===== src/rtl/hwp_pkg.sv =====
package hwp_pkg;
  localparam int IDX_W = 3;

  typedef enum logic [IDX_W-1:0] {
    RI_PTR_LO = 3'd0,
    RI_PTR_HI = 3'd1,
    RI_DATA   = 3'd2,
    RI_ILOW   = 3'd3,
    RI_RCLR   = 3'd4,
    RI_CTRL   = 3'd5
  } reg_idx_e;

  localparam int CTRL_BITS   = 2;
  localparam int CTRL_MEMINC = 0;
  localparam int CTRL_IOINC  = 1;

  typedef enum logic [2:0] {
    S_IDLE,
    S_WR,
    S_RD,
    S_RWAIT,
    S_CLR,
    S_DONE
  } seq_st_e;
endpackage


===== src/rtl/hwp_addr_unit.sv =====
module hwp_addr_unit #(
  parameter int DW       = 16,
  parameter int AW       = 32,
  parameter int ISEL_BIT = 22
) (
  input  logic          clk,
  input  logic          rst_n,
  input  logic          ld_lo,
  input  logic          ld_hi,
  input  logic [DW-1:0] wdata,
  input  logic          adv,
  output logic [AW-1:0] addr_q
);
  localparam int HI_W = AW - DW;
  localparam logic [AW-1:0] DSTEP = AW'(1);
  localparam logic [AW-1:0] ISTEP = AW'(4);

  logic [AW-1:0] addr_d;
  logic          addr_en;

  assign addr_en = ld_lo | ld_hi | adv;

  always_comb begin
    addr_d = addr_q;
    if (ld_lo) begin
      addr_d = {addr_q[AW-1:DW], wdata};
    end else if (ld_hi) begin
      addr_d = {wdata[HI_W-1:0], addr_q[DW-1:0]};
    end else if (adv) begin
      addr_d = addr_q + (addr_q[ISEL_BIT] ? ISTEP : DSTEP);
    end
  end

  always_ff @(posedge clk or negedge rst_n) begin
    if (!rst_n) begin
      addr_q <= '0;
    end else if (addr_en) begin
      addr_q <= addr_d;
    end
  end
endmodule


===== src/rtl/hwp_ctrl_reg.sv =====
module hwp_ctrl_reg #(
  parameter int NB = 2
) (
  input  logic          clk,
  input  logic          rst_n,
  input  logic          ld,
  input  logic [NB-1:0] wbits,
  output logic [NB-1:0] bits_q
);
  for (genvar g = 0; g < NB; g++) begin : g_bit
    logic b_d;
    assign b_d = ld ? wbits[g] : bits_q[g];
    always_ff @(posedge clk or negedge rst_n) begin
      if (!rst_n) begin
        bits_q[g] <= 1'b0;
      end else begin
        bits_q[g] <= b_d;
      end
    end
  end
endmodule


===== src/rtl/hwp_seq.sv =====
module hwp_seq
  import hwp_pkg::*;
#(
  parameter int DW       = 16,
  parameter int AW       = 32,
  parameter int ISEL_BIT = 22
) (
  input  logic             clk,
  input  logic             rst_n,
  input  logic             req_valid,
  input  logic             req_wr,
  input  logic [IDX_W-1:0] req_idx,
  input  logic [DW-1:0]    req_wdata,
  input  logic [AW-1:0]    addr_q,
  input  logic             mem_inc,
  input  logic [DW-1:0]    mem_rdata,
  input  logic             mem_rvalid,
  output logic             host_ready,
  output logic             reg_acc,
  output logic             adv,
  output logic             busy,
  output logic             done_st,
  output logic             mem_req,
  output logic             mem_we,
  output logic [AW-1:0]    mem_addr,
  output logic [DW-1:0]    mem_wdata,
  output logic [DW-1:0]    rbuf_q
);
  localparam logic [AW-1:0] HI_OFF = AW'(2);

  seq_st_e       state_q, state_d;
  logic [AW-1:0] op_addr_q, op_addr_d;
  logic [DW-1:0] op_wdata_q, op_wdata_d;
  logic          op_clr_q, op_clr_d;
  logic          op_adv_q, op_adv_d;
  logic [DW-1:0] rbuf_d;
  logic          op_ld, rbuf_ld;

  logic is_data, is_ilow, is_rclr;
  logic wr_mem, rd_mem, hi_half;

  assign is_data = (req_idx == RI_DATA);
  assign is_ilow = (req_idx == RI_ILOW);
  assign is_rclr = (req_idx == RI_RCLR);
  assign wr_mem  = req_wr & (is_data | is_ilow);
  assign rd_mem  = ~req_wr & (is_data | is_ilow | is_rclr);
  assign hi_half = is_data & addr_q[ISEL_BIT];

  assign op_ld   = (state_q == S_IDLE) & req_valid;
  assign rbuf_ld = (state_q == S_RWAIT) & mem_rvalid;

  always_comb begin
    state_d    = state_q;
    host_ready = 1'b0;
    adv        = 1'b0;
    op_addr_d  = addr_q + (hi_half ? HI_OFF : '0);
    op_wdata_d = req_wdata;
    op_clr_d   = is_rclr;
    op_adv_d   = mem_inc & (is_data | (is_rclr & ~req_wr));
    rbuf_d     = mem_rdata;
    case (state_q)
      S_IDLE: begin
        host_ready = ~(req_valid & rd_mem);
        if (req_valid & wr_mem) begin
          state_d = S_WR;
        end else if (req_valid & rd_mem) begin
          state_d = S_RD;
        end
      end
      S_WR: begin
        adv     = op_adv_q;
        state_d = S_IDLE;
      end
      S_RD: begin
        state_d = S_RWAIT;
      end
      S_RWAIT: begin
        if (mem_rvalid) begin
          state_d = op_clr_q ? S_CLR : S_DONE;
        end
      end
      S_CLR: begin
        state_d = S_DONE;
      end
      S_DONE: begin
        host_ready = 1'b1;
        adv        = op_adv_q;
        state_d    = S_IDLE;
      end
      default: begin
        state_d = S_IDLE;
      end
    endcase
  end

  assign reg_acc   = (state_q == S_IDLE) & req_valid & host_ready;
  assign busy      = (state_q != S_IDLE);
  assign done_st   = (state_q == S_DONE);
  assign mem_req   = (state_q == S_WR) | (state_q == S_RD) | (state_q == S_CLR);
  assign mem_we    = (state_q == S_WR) | (state_q == S_CLR);
  assign mem_addr  = op_addr_q;
  assign mem_wdata = (state_q == S_CLR) ? '0 : op_wdata_q;

  always_ff @(posedge clk or negedge rst_n) begin
    if (!rst_n) begin
      state_q <= S_IDLE;
    end else begin
      state_q <= state_d;
    end
  end

  always_ff @(posedge clk or negedge rst_n) begin
    if (!rst_n) begin
      op_addr_q  <= '0;
      op_wdata_q <= '0;
      op_clr_q   <= 1'b0;
      op_adv_q   <= 1'b0;
    end else if (op_ld) begin
      op_addr_q  <= op_addr_d;
      op_wdata_q <= op_wdata_d;
      op_clr_q   <= op_clr_d;
      op_adv_q   <= op_adv_d;
    end
  end

  always_ff @(posedge clk or negedge rst_n) begin
    if (!rst_n) begin
      rbuf_q <= '0;
    end else if (rbuf_ld) begin
      rbuf_q <= rbuf_d;
    end
  end
endmodule


===== src/rtl/hwin_port.sv =====
module hwin_port
  import hwp_pkg::*;
#(
  parameter int DW       = 16,
  parameter int AW       = 32,
  parameter int ISEL_BIT = 22
) (
  input  logic             clk,
  input  logic             rst_n,
  input  logic             host_sel,
  input  logic             host_wr,
  input  logic             host_rd,
  input  logic [IDX_W-1:0] host_idx,
  input  logic [DW-1:0]    host_wdata,
  output logic [DW-1:0]    host_rdata,
  output logic             host_ready,
  output logic             busy,
  output logic             mem_req,
  output logic             mem_we,
  output logic [AW-1:0]    mem_addr,
  output logic [DW-1:0]    mem_wdata,
  input  logic [DW-1:0]    mem_rdata,
  input  logic             mem_rvalid
);
  localparam int RST_STAGES = 2;

  logic [RST_STAGES-1:0] rst_pipe;
  logic                  rst_n_s;

  always_ff @(posedge clk or negedge rst_n) begin
    if (!rst_n) begin
      rst_pipe <= '0;
    end else begin
      rst_pipe <= {rst_pipe[RST_STAGES-2:0], 1'b1};
    end
  end
  assign rst_n_s = rst_pipe[RST_STAGES-1];

  logic                 req_valid, reg_acc, adv, seq_done;
  logic [AW-1:0]        addr_q;
  logic [CTRL_BITS-1:0] ctrl_q;
  logic [DW-1:0]        rbuf_q;
  logic                 mem_inc, io_inc;
  logic                 ld_lo, ld_hi, ld_ctrl;

  assign req_valid = host_sel & (host_wr | host_rd);
  assign ld_lo     = reg_acc & host_wr & (host_idx == RI_PTR_LO);
  assign ld_hi     = reg_acc & host_wr & (host_idx == RI_PTR_HI);
  assign ld_ctrl   = reg_acc & host_wr & (host_idx == RI_CTRL);
  assign mem_inc   = ctrl_q[CTRL_MEMINC];
  assign io_inc    = ctrl_q[CTRL_IOINC];

  hwp_addr_unit #(.DW(DW), .AW(AW), .ISEL_BIT(ISEL_BIT)) u_addr (
    .clk    (clk),
    .rst_n  (rst_n_s),
    .ld_lo  (ld_lo),
    .ld_hi  (ld_hi),
    .wdata  (host_wdata),
    .adv    (adv),
    .addr_q (addr_q)
  );

  hwp_ctrl_reg #(.NB(CTRL_BITS)) u_ctrl (
    .clk    (clk),
    .rst_n  (rst_n_s),
    .ld     (ld_ctrl),
    .wbits  (host_wdata[CTRL_BITS-1:0]),
    .bits_q (ctrl_q)
  );

  hwp_seq #(.DW(DW), .AW(AW), .ISEL_BIT(ISEL_BIT)) u_seq (
    .clk        (clk),
    .rst_n      (rst_n_s),
    .req_valid  (req_valid),
    .req_wr     (host_wr),
    .req_idx    (host_idx),
    .req_wdata  (host_wdata),
    .addr_q     (addr_q),
    .mem_inc    (mem_inc),
    .mem_rdata  (mem_rdata),
    .mem_rvalid (mem_rvalid),
    .host_ready (host_ready),
    .reg_acc    (reg_acc),
    .adv        (adv),
    .busy       (busy),
    .done_st    (seq_done),
    .mem_req    (mem_req),
    .mem_we     (mem_we),
    .mem_addr   (mem_addr),
    .mem_wdata  (mem_wdata),
    .rbuf_q     (rbuf_q)
  );

  always_comb begin
    case (host_idx)
      RI_PTR_LO: host_rdata = addr_q[DW-1:0];
      RI_PTR_HI: host_rdata = DW'(addr_q[AW-1:DW]);
      RI_CTRL:   host_rdata = DW'({io_inc, mem_inc});
      default:   host_rdata = rbuf_q;
    endcase
  end
endmodule


===== config.mk =====
export PLATFORM = sky130hd
export DESIGN_NAME = hwin_port
export DESIGN_NICKNAME = d
export VERILOG_FILES = /design/src/rtl/hwp_pkg.sv /design/src/rtl/hwp_addr_unit.sv /design/src/rtl/hwp_ctrl_reg.sv /design/src/rtl/hwp_seq.sv /design/src/rtl/hwin_port.sv
export SDC_FILE = /design/constraint.sdc
export NUM_CORES = 1
export LEC_CHECK = 0
export BUFFER_PORTS_ARGS = -buffer_cell sky130_fd_sc_hd__buf_2
export CAP_MARGIN = 5
export CORE_ASPECT_RATIO = 0.75
export CORE_MARGIN = 5
export CORE_UTILIZATION = 55
export CTS_BUF_LIST = sky130_fd_sc_hd__clkbuf_8 sky130_fd_sc_hd__clkbuf_16
export CTS_CLUSTER_SIZE = 20
export DETAILED_ROUTE_END_ITERATION = 6
export GPL_ROUTABILITY_DRIVEN = 0
export HOLD_SLACK_MARGIN = 0.06
export PLACE_DENSITY = 0.79
export SETUP_SLACK_MARGIN = 0.05
export SLEW_MARGIN = 20
export SYNTH_ARGS = -nofsm -noshare
export SYNTH_HDL_FRONTEND = slang
export SYNTH_HIERARCHICAL = 1
export SYNTH_SLANG_ARGS = --single-unit

===== constraint.sdc =====
create_clock -name clk -period 4 [get_ports clk]
set_input_delay 0.4 -clock clk [delete_from_list [all_inputs] [get_ports clk]]
set_output_delay 0.4 -clock clk [all_outputs]
set_load 0.05 [all_outputs]

# Yosys cells after proc, flatten, opt, wreduce, memory -nomap -nowiden
# Cells that the tools add are included.
# totals
word_cells	76
ram_bits	0
latch_bits	0
n_memories	0
romBits	0
ff_bits	105
input_bits	41
output_inout_bits	68
# classes
n_bitwise	27
n_mul	0
eq_ne	13
muxes	14
div_mod_pow	0
n_addsub	2
shift	0
n_lt_le_gt_ge	0
reduce_logical	9
# ops
op	count
32-bit two-way mux	2
16-bit case mux with 3 select lines	1
32-bit by 2-bit adder with 32-bit output	1
32-bit by 3-bit adder with 32-bit output	1
16-bit two-way mux	2
1-bit bitwise AND	15
3-bit by 2-bit equality test with 1-bit output (second input constant)	4
3-bit equality test (second input constant)	4
3-bit two-way mux	4
3-bit case mux with 4 select lines	1
1-bit bitwise OR	9
3-bit by 1-bit equality test with 1-bit output (second input constant)	2
3-bit zero test	2
3-bit AND reduction	2
2-bit nonzero test	2
3-bit inequality test (second input constant)	1
1-bit NOT	3
3-bit nonzero test	1
1-bit two-way mux	2
2-bit two-way mux	1
2-bit by 1-bit inequality test with 1-bit output (second input constant)	1
2-bit inequality test (second input constant)	1
1-bit case mux with 2 select lines	1
2-bit AND reduction	1
2-bit OR reduction	1

# Depth between registers and ports, before layout
# depth
depth_word	13
depth_mapped	15
ltp_nobuf	12

# Cells and area by module
# Netlist, hierarchy kept.
# modules_own_cells
mod	area_per_inst_um2	instances	seq_area_each_um2	cells_each
hwp_seq	3430.8	1	1726.7	364
hwp_addr_unit	2059.5	1	800.8	235
hwin_port	685.7	1	50.0	83
hwp_ctrl_reg	72.6	1	50.0	4

# Least setup slack after synthesis
# OpenSTA, ideal clock, no wires.
# synth_path
path_type	register to register
start	register u_seq.state_q[2]
end	register u_addr.addr_q[21]
arrival_ns	2.980
setup_ns	0.121
path_stages_with_launch	15
t_required_ns	3.879
synth_period_minus_slack_ns	3.102
setup_slack_ns	0.898
n_path_buf	5
path_cell_list	dfrtp_1 > clkbuf_1 > nor3_1 > and2_1 > clkbuf_1 > clkbuf_1 > and2_1 > nand2_1 > nor3b_1 > buf_6 > inv_1 > dlygate4sd1_1 > nor2_1 > a31oi_1 > o22a_1
# synth_via
elab_chain_cells	8
word_cells_on_any_way	17
cone_classes	eq/ne (2); mux (3); bitwise (8); reduce/logical (4)
# synth_lines
element	line	source
from (decl)	hwp_seq.sv:31	seq_st_e state_q, state_d;
from (signal assigned)	hwp_seq.sv:108	state_q <= state_d;
3-bit equality test / 3-bit zero test (equally long branches)	n/a	
1-bit case mux with 2 select lines / 1-bit bitwise AND (equally long branches)	hwp_seq.sv:61, hwp_seq.sv:96	
1-bit bitwise AND (*)	hwp_seq.sv:96	assign reg_acc = (state_q == S_IDLE) & req_valid & host_ready;
via reg_acc	hwin_port.sv:39	logic req_valid, reg_acc, adv, seq_done;
1-bit bitwise AND (*) (2 in series)	hwin_port.sv:48	assign ld_hi = reg_acc & host_wr & (host_idx == RI_PTR_HI);
via ld_hi	hwin_port.sv:44	logic ld_lo, ld_hi, ld_ctrl;
1-bit bitwise OR (2 in series)	hwp_addr_unit.sv:21	assign addr_en = ld_lo | ld_hi | adv;
3-bit AND reduction (no source line)	n/a	
to (signal assigned)	hwp_addr_unit.sv:38	addr_q <= addr_d;
to (decl)	hwp_addr_unit.sv:12	output logic [AW-1:0] addr_q
# The timed path passes the listed nets; every way through them passes the cells marked *. The select of a mux whose other input is x is not followed.
# A chain may end at the register's enable or synchronous reset.

# Worst setup path after layout
# layout_path
start	register u_seq.state_q[2]
end	register u_addr.addr_q[30]
# layout_via
elab_chain_cells	8
word_cells_on_any_way	17
cone_classes	eq/ne (2); mux (3); bitwise (8); reduce/logical (4)
# layout_lines
element	line	source
3-bit equality test / 3-bit zero test (equally long branches)	n/a	
1-bit case mux with 2 select lines / 1-bit bitwise AND (equally long branches)	hwp_seq.sv:61, hwp_seq.sv:96	
1-bit bitwise AND (*)	hwp_seq.sv:96	
via reg_acc	hwin_port.sv:39	
1-bit bitwise AND (*) (2 in series)	hwin_port.sv:47	assign ld_lo = reg_acc & host_wr & (host_idx == RI_PTR_LO);
via ld_lo	hwin_port.sv:44	
1-bit bitwise OR (2 in series)	hwp_addr_unit.sv:21	
3-bit AND reduction (no source line) (*)	n/a	
# Marks and branches as above.

==> impl_metrics.tcl <==
set metrics [dict create \
    met3_usage_pct 8.32 \
    post_cts_buffers 0 \
    fin_util_pct 65.0 \
    wl_per_cell_um 19.9 \
    start_kind "flip-flop" \
    finalSetupViolations 0 \
    cp_slowest_cell "nor3_1" \
    endpoint_kind "flip-flop" \
    synth_top_family_by_area "simple AND/OR/NAND/NOR gates" \
    slew_headroom_pct 35.4 \
    first_iter_violations 596 \
    critPathRequiredTime_ns 4.24 \
    yosys_register_bits 105 \
    layout-drive-gt1-share_pct 24.5 \
    syn_inst 686 \
    synthMuxAreaShare_pct 4.59 \
    max-vdd-ir-drop_mv 0.491 \
    path_cells "nor3_1 -> and2_1 -> and2_1 -> nand2_1 -> nor4_2 -> buf_4 -> o21bai_1 -> nor4_1 -> a311o_1" \
    grt-busiest-layer "met2" \
    clkTransAtPathRegs_ns 0.07 \
    port_buffers 108 \
    critical_path_buf_inv_count 1 \
    grt_pass1_vias 5659 \
    drv_cap 0 \
    mostFrequentLayoutCells "nand2_1, buf_2, dfrtp_1" \
    cts_root_buf "clkbuf_16" \
    firstDrtPassIters 7 \
    yosysTopAreaCell "dfrtp_1" \
    numCtsBuffers 9 \
    cp_top_family "simple AND/OR/NAND/NOR gates" \
    die_area_um2 13600 \
    antenna_found_initial 0 \
    max_slew.worst_pin.slew_ns 0.967 \
    yosysWarnings 6 \
    stdcell_count 924 \
    fin_skew_ns 0.00596 \
    status "complete, no violations" \
    fmax_ghz 0.307 \
    dp_slack_ns 0.635 \
    avgSynthCellArea_um2 9.11 \
    syn_to_final_growth_pct 14.7 \
    routed_wl_um 18400 \
    p_per_area_nw_per_um2 759 \
    clock_path_buffers 2 \
    power_leakage_uw 0.00313 \
    synthSimpleGateAreaFrac_pct 26.4 \
    grt_max_degree 79 \
    synth_area_leaders "dfrtp_1, nand2_1, mux2_2" \
    async_reset_ff_share_pct 100 \
    setup_tns_ns 0 \
    synthDominantCellAreaShare_pct 42.1 \
    max_stage_delay_ns 0.55 \
    fin_ws_ns 0.747 \
    grt_pass1_wl_um 29200 \
    cts_sinks 105 \
    cp_max_fo 44 \
    syn_area_um2 6250 \
    seqPwrFrac_pct 37.2 \
    core_um2 11000 \
    row_count 33 \
    stdcell_area_um2 7170 \
    insertion_delay_ns 0.35 \
    vias 5910 \
    rsz0062_at_grt "false" \
    synth_cell_type_count 70 \
    drtAntennaViolNets 0 \
    groute.layer.met1.usage_pct 36.2 \
    critPathKind "reg -> reg" \
    die_h_um 102 \
    track_usage_pct 27.3 \
    start_util_pct 56.7 \
    drc 0 \
    placed_cells 906 \
    synth-compound-area-share_pct 16.6 \
    pwr-share-clk_pct 16.1 \
    pin_count 109 \
    tritoncts "done" \
    die_w_um 133 \
    viasPerCell 6.40 \
    place_area_um2 6840 \
    finalHoldViolCount 0 \
    synth_ff_type "dfrtp_1" \
    netSwitchingPower_uw 2770 \
    pwr-share-comb_pct 46.7 \
    swShare_pct 50.8 \
    arrival_ns 3.49 \
    syn_nets 732 \
    nFillCells 920 \
    synth_fa_ha_area_share_pct 1.00 \
    nNetsFinal 825 \
    hold_class "in -> reg" \
    synth-edff-count 0 \
    antenna_cells 0 \
    synthXorXnorAreaFrac_pct 4.21 \
    period_share_pct 81.3 \
    drv_slew 0 \
    fin_crit_ns 3.25 \
    htree_num_levels 3 \
    crit_top_cell "and2_1" \
    internal_power_uw 2680 \
    yosysSeqAreaShare_pct 42.1 \
    met2_usage_pct 42.3 \
    overflow 0 \
    dp_hpwl_um 13100 \
    layout_commonest_cell "nand2_1" \
]
worst paths after layout:
kind,from,to,slack [ns],depth (start not counted)
worst max-delay path,u_seq/state_q[2],u_addr/addr_q[30],0.75,9
worst min-delay path,mem_rdata[8],u_seq/rbuf_q[8],0.27,2
worst max register to register,u_seq/state_q[2],u_addr/addr_q[30],0.75,9
worst min register to register,rst_pipe[1],u_seq/rbuf_q[7],0.29,0
max in group asynchronous,rst_pipe[1],u_seq/op_wdata_q[13],2.98,1
min in group asynchronous,rst_pipe[1],u_seq/rbuf_q[7],0.29,0
registers in the layout, indices dropped and copies added (netlist names):
signal / cells
u_seq/op_adv_q: 1
u_addr/addr_q: 32
u_seq/op_wdata_q: 16
u_seq/state_q: 3
u_seq/op_clr_q: 1
u_ctrl/bits_q: 2
u_seq/rbuf_q: 16
u_seq/mem_addr: 32
rst_pipe: 2
power by group through the flow:
stage	sequential, µW	combinational [µW]	clock (µW)
after floorplan	2250	1580	0
after global placement	1990	2470	0
after detailed placement	2020	2520	0
after CTS	2010	2530	885
after global routing	2070	2710	929
final	2020	2540	879
cell type report:
| type | count | area (µm²) | area share, % |
|---|---|---|---|
| Multi-Input combinational cell | 516 | 3320 | 46.3 |
| Sequential cell | 105 | 2630 | 36.7 |
| Timing Repair Buffer | 120 | 653 | 9.11 |
| Clock buffer | 9 | 225 | 3.14 |
| Tap cell | 140 | 175 | 2.44 |
| Inverter | 27 | 101 | 1.41 |
| Clock inverter | 7 | 65.1 | 0.908 |
logic make-up (layout without fill, tap and decap cells):
| kind of cell | Yosys count | count (layout) |
|---|---|---|
| AOI/OAI and AO/OA | 140 | 140 |
| xor gates and xnor gates | 30 | 30 |
| adders and majority gates | 5 | 5 |
| buffers and inverters | 65 | 163 |
| DFF | 105 | 105 |
| muxes | 26 | 26 |
| other | 1 | 1 |
| and+or+nand+nor | 314 | 314 |
routing by layer:
| layer | up-vias | routed length (µm) |
|---|---|---|
| met5 | - | 0 |
| met4 | 0 | 527 |
| met3 | 55 | 2140 |
| met2 | 368 | 7920 |
| met1 | 2828 | 7790 |
| li1 | 2659 | - |
metrics by stage:
stage / power, µW / hold WS, ns
3_3_place_gp: 4470 / 0.185
4_1_cts: 5420 / 0.263
3_5_place_dp: 4530 / 0.187
2_1_floorplan: 3830 / 0.104
5_1_grt: 5700 / 0.274
6_report: 5440 / 0.273
repair_timing:
item | in CTS | in global routing
resized for setup | 0 | 0
hold buffers | 1 | 0
endpoints found under the hold margin | 2 | 0
Yosys cell counts (3+ instances only):
master	count
a21oi_1	6
a22oi_1	14
a22oi_2	5
a311o_1	3
a31oi_1	20
and2_1	5
and3_1	11
and3_2	3
and4_1	3
buf_2	5
buf_6	8
clkbuf_1	22
dfrtp_1	105
ha_1	5
inv_1	27
mux2_2	21
mux2i_1	5
nand2_1	132
nand3_1	24
nand3b_1	3
nand4_1	17
nor2_1	36
nor2b_1	20
nor3_1	10
nor3b_1	4
nor4_1	11
o21a_1	3
o21ai_0	41
o221ai_1	5
o221ai_2	10
o22a_1	6
o22ai_1	3
o31ai_1	5
or3_1	12
or4_1	5
xnor2_1	15
xor2_1	15
No activity file was read; power rests on OpenSTA's default activity.
